### config.mk
export PLATFORM = sky130hd
export DESIGN_NAME = ptw_two_level
export DESIGN_NICKNAME = d
export VERILOG_FILES = /design/src/rtl/pw_pkg.sv /design/src/rtl/pw_cfg.sv /design/src/rtl/pw_walk.sv /design/src/rtl/ptw_two_level.sv
export SDC_FILE = /design/constraint.sdc
export NUM_CORES = 1
export LEC_CHECK = 0
export BUFFER_PORTS_ARGS = -buffer_cell sky130_fd_sc_hd__buf_4
export CAP_MARGIN = 20
export CORE_AREA = 4 4 106 108
export CTS_CLUSTER_DIAMETER = 40
export CTS_CLUSTER_SIZE = 8
export DETAILED_ROUTE_END_ITERATION = 8
export DIE_AREA = 0 0 110 112
export PLACE_DENSITY = 0.83
export SETUP_SLACK_MARGIN = 0.5
export SYNTH_ARGS = -nofsm -noshare
export SYNTH_HDL_FRONTEND = slang
export SYNTH_SLANG_ARGS = --single-unit
### constraint.sdc
create_clock -name clk -period 3.1 [get_ports clk]
set_clock_uncertainty 0.2 [all_clocks]
set_input_delay 0.31 -clock clk [delete_from_list [all_inputs] [get_ports clk]]
set_output_delay 0.31 -clock clk [all_outputs]
set_load 0.005 [all_outputs]
### src/rtl/pw_pkg.sv
package pw_pkg;
  localparam int ADDR_W = 32;
  localparam int OFF_W  = 12;
  localparam int TBL_W  = 10;
  localparam int ENT_SH = 2;
  localparam int DIR_W  = ADDR_W - OFF_W - TBL_W;
  localparam int BASE_W = ADDR_W - OFF_W;
  localparam int PG_BIT = 31;

  typedef enum logic [2:0] {
    ST_IDLE, ST_FETCH_PDE, ST_WAIT_PDE, ST_FETCH_PTE, ST_WAIT_PTE, ST_DONE
  } walk_state_t;

  function automatic logic [ADDR_W-1:0] dir_entry_addr(
    input logic [BASE_W-1:0] base, input logic [ADDR_W-1:0] lin);
    return {base, lin[ADDR_W-1 -: DIR_W], {ENT_SH{1'b0}}};
  endfunction

  function automatic logic [ADDR_W-1:0] tbl_entry_addr(
    input logic [BASE_W-1:0] tbase, input logic [ADDR_W-1:0] lin);
    return {tbase, lin[OFF_W+TBL_W-1 -: TBL_W], {ENT_SH{1'b0}}};
  endfunction

  function automatic logic [ADDR_W-1:0] page_phys(
    input logic [BASE_W-1:0] pbase, input logic [ADDR_W-1:0] lin);
    return {pbase, lin[OFF_W-1:0]};
  endfunction

  function automatic logic entry_present(input logic [ADDR_W-1:0] ent);
    return ent[0];
  endfunction
endpackage

### src/rtl/pw_cfg.sv
module pw_cfg
  import pw_pkg::*;
(
  input  logic              clk,
  input  logic              rst,
  input  logic              wr_allow,
  input  logic              ctrl_we,
  input  logic [ADDR_W-1:0] ctrl_wdata,
  input  logic              base_we,
  input  logic [ADDR_W-1:0] base_wdata,
  output logic              paging_on,
  output logic [BASE_W-1:0] dir_base
);
  logic unused_cfg_bits;
  assign unused_cfg_bits = ^{ctrl_wdata[PG_BIT-1:0], base_wdata[OFF_W-1:0]};

  always_ff @(posedge clk) begin
    if (rst) begin
      paging_on <= 1'b0;
      dir_base  <= '0;
    end else if (wr_allow) begin
      if (ctrl_we) paging_on <= ctrl_wdata[PG_BIT];
      if (base_we) dir_base  <= base_wdata[ADDR_W-1:OFF_W];
    end
  end
endmodule

### src/rtl/pw_walk.sv
module pw_walk
  import pw_pkg::*;
(
  input  logic              clk,
  input  logic              rst,
  input  logic              paging_on,
  input  logic [BASE_W-1:0] dir_base,
  input  logic              req_valid,
  output logic              req_ready,
  input  logic [ADDR_W-1:0] req_lin,
  output logic              rsp_valid,
  output logic              rsp_fault,
  output logic [ADDR_W-1:0] rsp_phys,
  output logic              mem_valid,
  input  logic              mem_ready,
  output logic [ADDR_W-1:0] mem_addr,
  input  logic              mem_rvalid,
  input  logic [ADDR_W-1:0] mem_rdata,
  output logic              ev_accept,
  output logic              ev_miss
);
  walk_state_t       state;
  logic [ADDR_W-1:0] lin_q;
  logic [BASE_W-1:0] tbase_q;
  logic              fault_q;
  logic [ADDR_W-1:0] phys_q;
  logic              hit;
  logic              unused_ent_bits;

  assign unused_ent_bits = ^mem_rdata[OFF_W-1:1];
  assign hit       = entry_present(mem_rdata);
  assign ev_accept = req_valid && req_ready;
  assign ev_miss   = mem_rvalid && !hit &&
                     (state == ST_WAIT_PDE || state == ST_WAIT_PTE);

  always_ff @(posedge clk) begin
    if (rst) begin
      state   <= ST_IDLE;
      lin_q   <= '0;
      tbase_q <= '0;
      fault_q <= 1'b0;
      phys_q  <= '0;
    end else begin
      case (state)
        ST_IDLE: if (req_valid) begin
          lin_q <= req_lin;
          if (paging_on) state <= ST_FETCH_PDE;
          else begin
            phys_q  <= req_lin;
            fault_q <= 1'b0;
            state   <= ST_DONE;
          end
        end
        ST_FETCH_PDE: if (mem_ready) state <= ST_WAIT_PDE;
        ST_WAIT_PDE: if (mem_rvalid) begin
          if (hit) begin
            tbase_q <= mem_rdata[ADDR_W-1:OFF_W];
            state   <= ST_FETCH_PTE;
          end else begin
            fault_q <= 1'b1;
            phys_q  <= '0;
            state   <= ST_DONE;
          end
        end
        ST_FETCH_PTE: if (mem_ready) state <= ST_WAIT_PTE;
        ST_WAIT_PTE: if (mem_rvalid) begin
          fault_q <= !hit;
          phys_q  <= hit ? page_phys(mem_rdata[ADDR_W-1:OFF_W], lin_q) : '0;
          state   <= ST_DONE;
        end
        ST_DONE: state <= ST_IDLE;
        default: state <= ST_IDLE;
      endcase
    end
  end

  always_comb begin
    req_ready = (state == ST_IDLE);
    rsp_valid = (state == ST_DONE);
    rsp_fault = fault_q;
    rsp_phys  = phys_q;
    mem_valid = (state == ST_FETCH_PDE) || (state == ST_FETCH_PTE);
    case (state)
      ST_FETCH_PDE: mem_addr = dir_entry_addr(dir_base, lin_q);
      ST_FETCH_PTE: mem_addr = tbl_entry_addr(tbase_q, lin_q);
      default:      mem_addr = '0;
    endcase
  end
endmodule

### src/rtl/ptw_two_level.sv
module ptw_two_level
  import pw_pkg::*;
(
  input  logic              clk,
  input  logic              rst,
  input  logic              ctrl_we,
  input  logic [ADDR_W-1:0] ctrl_wdata,
  input  logic              base_we,
  input  logic [ADDR_W-1:0] base_wdata,
  input  logic              req_valid,
  output logic              req_ready,
  input  logic [ADDR_W-1:0] req_lin,
  output logic              rsp_valid,
  output logic              rsp_fault,
  output logic [ADDR_W-1:0] rsp_phys,
  output logic              mem_valid,
  input  logic              mem_ready,
  output logic [ADDR_W-1:0] mem_addr,
  input  logic              mem_rvalid,
  input  logic [ADDR_W-1:0] mem_rdata
);
  logic              paging_on;
  logic [BASE_W-1:0] dir_base;
  logic              ev_accept;
  logic              ev_miss;

  pw_cfg u_cfg (
    .clk(clk), .rst(rst), .wr_allow(req_ready),
    .ctrl_we(ctrl_we), .ctrl_wdata(ctrl_wdata),
    .base_we(base_we), .base_wdata(base_wdata),
    .paging_on(paging_on), .dir_base(dir_base)
  );

  pw_walk u_walk (
    .clk(clk), .rst(rst), .paging_on(paging_on), .dir_base(dir_base),
    .req_valid(req_valid), .req_ready(req_ready), .req_lin(req_lin),
    .rsp_valid(rsp_valid), .rsp_fault(rsp_fault), .rsp_phys(rsp_phys),
    .mem_valid(mem_valid), .mem_ready(mem_ready), .mem_addr(mem_addr),
    .mem_rvalid(mem_rvalid), .mem_rdata(mem_rdata),
    .ev_accept(ev_accept), .ev_miss(ev_miss)
  );
endmodule

After elaboration in Yosys (flattened, before gate mapping)
Cells that the tools add are included.
{"block": "op_classes", "eq_ne": 12, "muxes": 22, "reduce_logical": 10}
{"cell": "32-bit 2-to-1 mux", "count": 6}
{"cell": "32-bit case mux with 3 select lines", "count": 1}
{"cell": "32-bit case mux with 2 select lines", "count": 1}
{"cell": "3-bit 2-to-1 mux", "count": 7}
{"cell": "3-bit case mux with 5 select lines", "count": 1}
{"cell": "2-bit != test, second input constant", "count": 7}
{"cell": "3-bit by 2-bit == test with 1-bit output, second input constant", "count": 2}
{"cell": "3-bit == test, second input constant", "count": 2}
{"cell": "2-bit AND reduction", "count": 3}
{"cell": "6-bit AND reduction", "count": 1}
{"cell": "1-bit 2-to-1 mux", "count": 5}
{"cell": "5-bit AND reduction", "count": 1}
{"cell": "3-bit by 1-bit == test with 1-bit output, second input constant", "count": 1}
{"cell": "3-bit logical NOT", "count": 1}
{"cell": "1-bit case mux with 3 select lines", "count": 1}
{"cell": "3-bit AND reduction", "count": 1}
{"cell": "3-bit nonzero test", "count": 1}
{"cell": "1-bit logical NOT", "count": 1}
{"cell": "1-bit logical OR", "count": 1}
{"block": "totals", "output_inout_bits": 68, "register_bits": 109, "input_bits": 135}

Longest topological paths before layout
{"block": "depth", "ltp_word": 3, "depth_mapped": 8, "ltp_nobuf": 5}

Cells and area by module
A second synthesis with hierarchy kept.
{"block": "unflattened", "hier_cells": 588, "area_unflattened_um2": 5345.1}
{"mod": "pw_walk", "cells_each": 493, "instances": 1, "area_each_um2": 4346.7, "seq_area_each_um2": 1761.7}
{"mod": "pw_cfg", "cells_each": 95, "instances": 1, "area_each_um2": 998.5, "seq_area_each_um2": 420.4}

Worst setup path after synthesis
Ideal clock, no wire load.
{"block": "synth_path", "path_type": "reg-to-output", "startpoint": "register u_walk.state[1]", "endpoint": "output port mem_addr[10]", "stages_incl_launch_ff": 8, "setup_slack_ns": 1.137, "path_buffers": 5, "arrival_ns": 1.453, "cell_sequence": "dfxtp_1 buf_6 buf_2 buf_2 buf_2 buf_2 mux2i_1 nor2_1"}
{"block": "synth_via", "elab_chain_len": 2, "elab_cells_between_ends": 3}
{"element": "from (decl)", "line_no": "pw_walk.sv:22", "source": "walk_state_t state;"}
{"element": "from (signal assigned)", "line_no": "pw_walk.sv:38", "source": "state <= ST_IDLE;"}
{"element": "from (signal assigned)", "line_no": "pw_walk.sv:47", "source": "if (paging_on) state <= ST_FETCH_PDE;"}
{"element": "from (signal assigned)", "line_no": "pw_walk.sv:51", "source": "state <= ST_DONE;"}
{"element": "3-bit by 2-bit == test with 1-bit output / 3-bit by 1-bit == test with 1-bit output (equally long branches)", "line_no": "pw_walk.sv:83", "source": "case (state)"}
{"element": "32-bit case mux with 2 select lines *", "line_no": "pw_walk.sv:83"}
{"element": "to (decl)", "line_no": "ptw_two_level.sv:18", "source": "output logic [ADDR_W-1:0] mem_addr,"}
Every way passes the cells marked *; elsewhere a longest branch is shown, timed or not.

Worst setup path in the final report
{"block": "layout_path", "startpoint": "register u_walk.state[1]", "endpoint": "output port mem_addr[13]"}
Same word-level chain as after synthesis.

==> summary.txt <==
Run status
  • Status: finished clean

Layout
  • Final Util: 0.699
  • FF+latch area: 0.00219 mm²
  • Share of cells above drive strength 1: 0.259
  • Finished Cell Area: 0.00715 mm²
  • Multi-input gate area: 0.00284 mm²
  • Final nets: 956
  • Area delta synth->final: 34.7%
  • N_diodes: 0
  • Layout filler cell count: a little under 800
  • Fin cells: 962

Timing
  • Setup-failing EPs final: 0
  • Crit path setup slack, layout: 693 ps
  • Final Critical Period: 2410 ps
  • Worst Tran Pin Value: 781 ps
  • Final hold violations: 0
  • Fmax: a little over 400 MHz
  • Final period util: 0.776
  • Setup TNS Final: 0 ps
  • RSZ-0062 raised after global routing: false
  • Max-slew violations: 0
  • WHS: 7.73 ps
  • Max transition margin: 0.479

Drt
  • DRT Wirelength: 15800 µm
  • Via count: 5259
  • Remaining antenna violation count after routing: 0
  • Via density per instance: between 5 and 6
  • Avg WL per Cell: approximately 16 µm
  • Pre-antenna DRT Iters: 5
  • Initial DRC count: 352
  • DRC Markers: 0

Placement
  • DP HPWL: between 10000 and 15000 µm
  • Pre-CTS setup slack: 783 ps
  • Gpl congestion: 0.835
  • Placed cell areas: 0.00647 mm²
  • Port bufs: approximately 150
  • Placed Instances: 898

Critical path
  • Critical path class: reg -> out
  • Worst reg2reg setup slack: around 790 ps
  • Critical Path Sink Type: primary output
  • CP Data Required Time: 2590 ps
  • Startpoint types: register
  • Crit Path Max Fanout: a little over 50
  • Crit path DAT: 1900 ps

Clocking
  • CTS tree: done
  • Clk slew on worst S/H paths: 110 ps
  • H-tree levels: 3
  • Clock sinks: 109
  • Max Root-Sink Buffers: 2
  • Total setup buffers inserted after CTS: 0
  • Root Buffer: clkbuf_8
  • Worst-skew pair later-pin latency: 370 ps
  • CTS buffer count: 9

Floorplanning
  • Die width: 110 µm
  • Std cell rows: 37
  • I/O Pins: 203
  • Core Area: between 0.01 and 0.015 mm²
  • Die Y: approximately 110 µm
  • Die ar.: between 0.01 and 0.015 mm²
  • Initial Util: 0.519

Global route
  • First-pass GRT wire length: 25400 µm
  • Initial antenna violation count: 0
  • Global-route usage over all layers: 0.256
  • Gr ovfl total: 0
  • Vias in the first global route: 5186
  • Largest net degree at the start of global routing: 73

Power and ir drop
  • Leakage: 2.99 nW
  • Total power: 3.91 mW
  • Peak VDD IR: 277 µV
  • PwrDens: 547 mW/mm²

Synthesis
  • Post-synthesis sequential area ratio: 0.411
  • Synthesized area: 0.00531 mm²
  • Yosys cell types: 33
  • Synth Instances: ~660
  • Synthesis Warnings: 0
  • Post-synthesis register bit count: 109
  • Avg Cell Area, Syn: 8.03 µm²

Flow run
  • Max-cap viol count: 0

Hold path
  • Worst hold path type: in -> reg
cells in the mapped netlist:
cell	number	area, µm²
a211oi_1	2	15.0
a21oi_1	54	270
a221oi_1	5	43.8
a221oi_2	28	420
a2bb2oi_1	1	8.76
a31oi_1	2	12.5
and2_1	2	12.5
buf_1	2	7.51
buf_2	21	105
buf_4	2	15.0
buf_6	4	45.0
clkbuf_1	32	120
conb_1	1	3.75
dfxtp_1	109	2180
inv_1	4	15.0
inv_2	1	3.75
mux2_4	1	15.0
mux2i_1	51	510
nand2_1	142	533
nand2b_1	33	206
nand3_1	1	5.00
nand3b_1	1	7.51
nand4bb_1	1	11.3
nor2_1	85	319
nor2b_1	1	6.26
nor3_1	35	175
nor3_2	1	10.0
o21ai_0	33	165
o21ai_1	1	5.00
o2bb2ai_1	1	8.76
o41a_1	1	11.3
o41ai_2	2	32.5
or4_1	1	7.51
per-layer routing:
metal  GRT usage  routed length (µm)
met1       0.309                6430
met5           0                   0
met2       0.441                8020
met3      0.0475                 943
met4       0.103                 397
final timing paths:
check | depth (start not counted) | start | end
setup / recovery | 4 | u_walk.state[1] | mem_addr[13]
hold / removal | 3 | req_lin[20] | u_walk.lin_q[20]
setup reg to reg | 5 | u_walk.state[1] | u_walk.rsp_phys[1]
hold reg to reg | 2 | u_cfg.dir_base[11] | u_cfg.dir_base[11]
repair_timing:
item                                    CTS  global route
endpoints found under the hold margin    48             0
gates resized for setup                   0             1
hold buffers                             48             0
endpoints found under the setup margin    0            31
power breakdown:
group / total, mW / leakage, nW / internal, mW / switching [mW]
clock network: 0.906 / 0.0987 / 0.386 / 0.520
logic: 1.30 / 2.00 / 0.587 / 0.712
registers: 1.71 / 0.895 / 1.58 / 0.126
total: 3.91 / 2.99 / 2.55 / 1.36
cell usage in the layout, fill, tap and decap left out, drive strengths merged:
master       synthesis  final
dfxtp              109    109
clkbuf              32      9
a21oi               54     54
dlygate4sd3          0     48
a221oi              33     33
nor3                36     36
bufinv               0      1
mux2i               51     51
o2bb2ai              1      1
nand2              142    142
o41ai                2      2
and2                 2      2
nor2b                1      1
buf                 29    161
a211oi               2      2
o41a                 1      1
o21ai               34     34
nand4bb              1      1
a31oi                2      2
conb                 1      2
nand3b               1      1
a2bb2oi              1      1
or4                  1      1
nand2b              33     33
nand3                1      1
mux2                 1      1
nor2                85     85
clkinvlp             0      2
inv                  5      9
final cells by class:
type / count / area share
multi-input combinational: 487 / 0.398
sequential: 109 / 0.306
timing repair buffer: 209 / 0.241
tap: 136 / 0.0238
clock buffer: 9 / 0.0173
clock inverter: 7 / 0.0112
inverter: 5 / 0.00262
critical path: stages, from the launching register on:
cell,delay [ps]
dfxtp_4,470
buf_4,530
mux2i_1,260
nor2_1,80
buf_4,160
sequential cells by signal, indices dropped and copies added (netlist names):
register and count:
u_cfg.dir_base 20, u_cfg.paging_on 1, u_walk.lin_q 32, u_walk.rsp_fault 1, u_walk.rsp_phys 32, u_walk.state 3
u_walk.tbase_q 20
cell families (layout without fill, tap and decap cells):
logic type / after synthesis / count (layout) / share of synthesized area
and+or+nand+nor: 303 / 303 / 0.244
AOI/OAI and AO/OA: 130 / 130 / 0.187
DFF: 109 / 109 / 0.411
buffers and inverters: 66 / 230 / 0.0587
muxes: 52 / 52 / 0.0990
other: 1 / 2 / 0.000706
(Power assumes the default switching activity.)
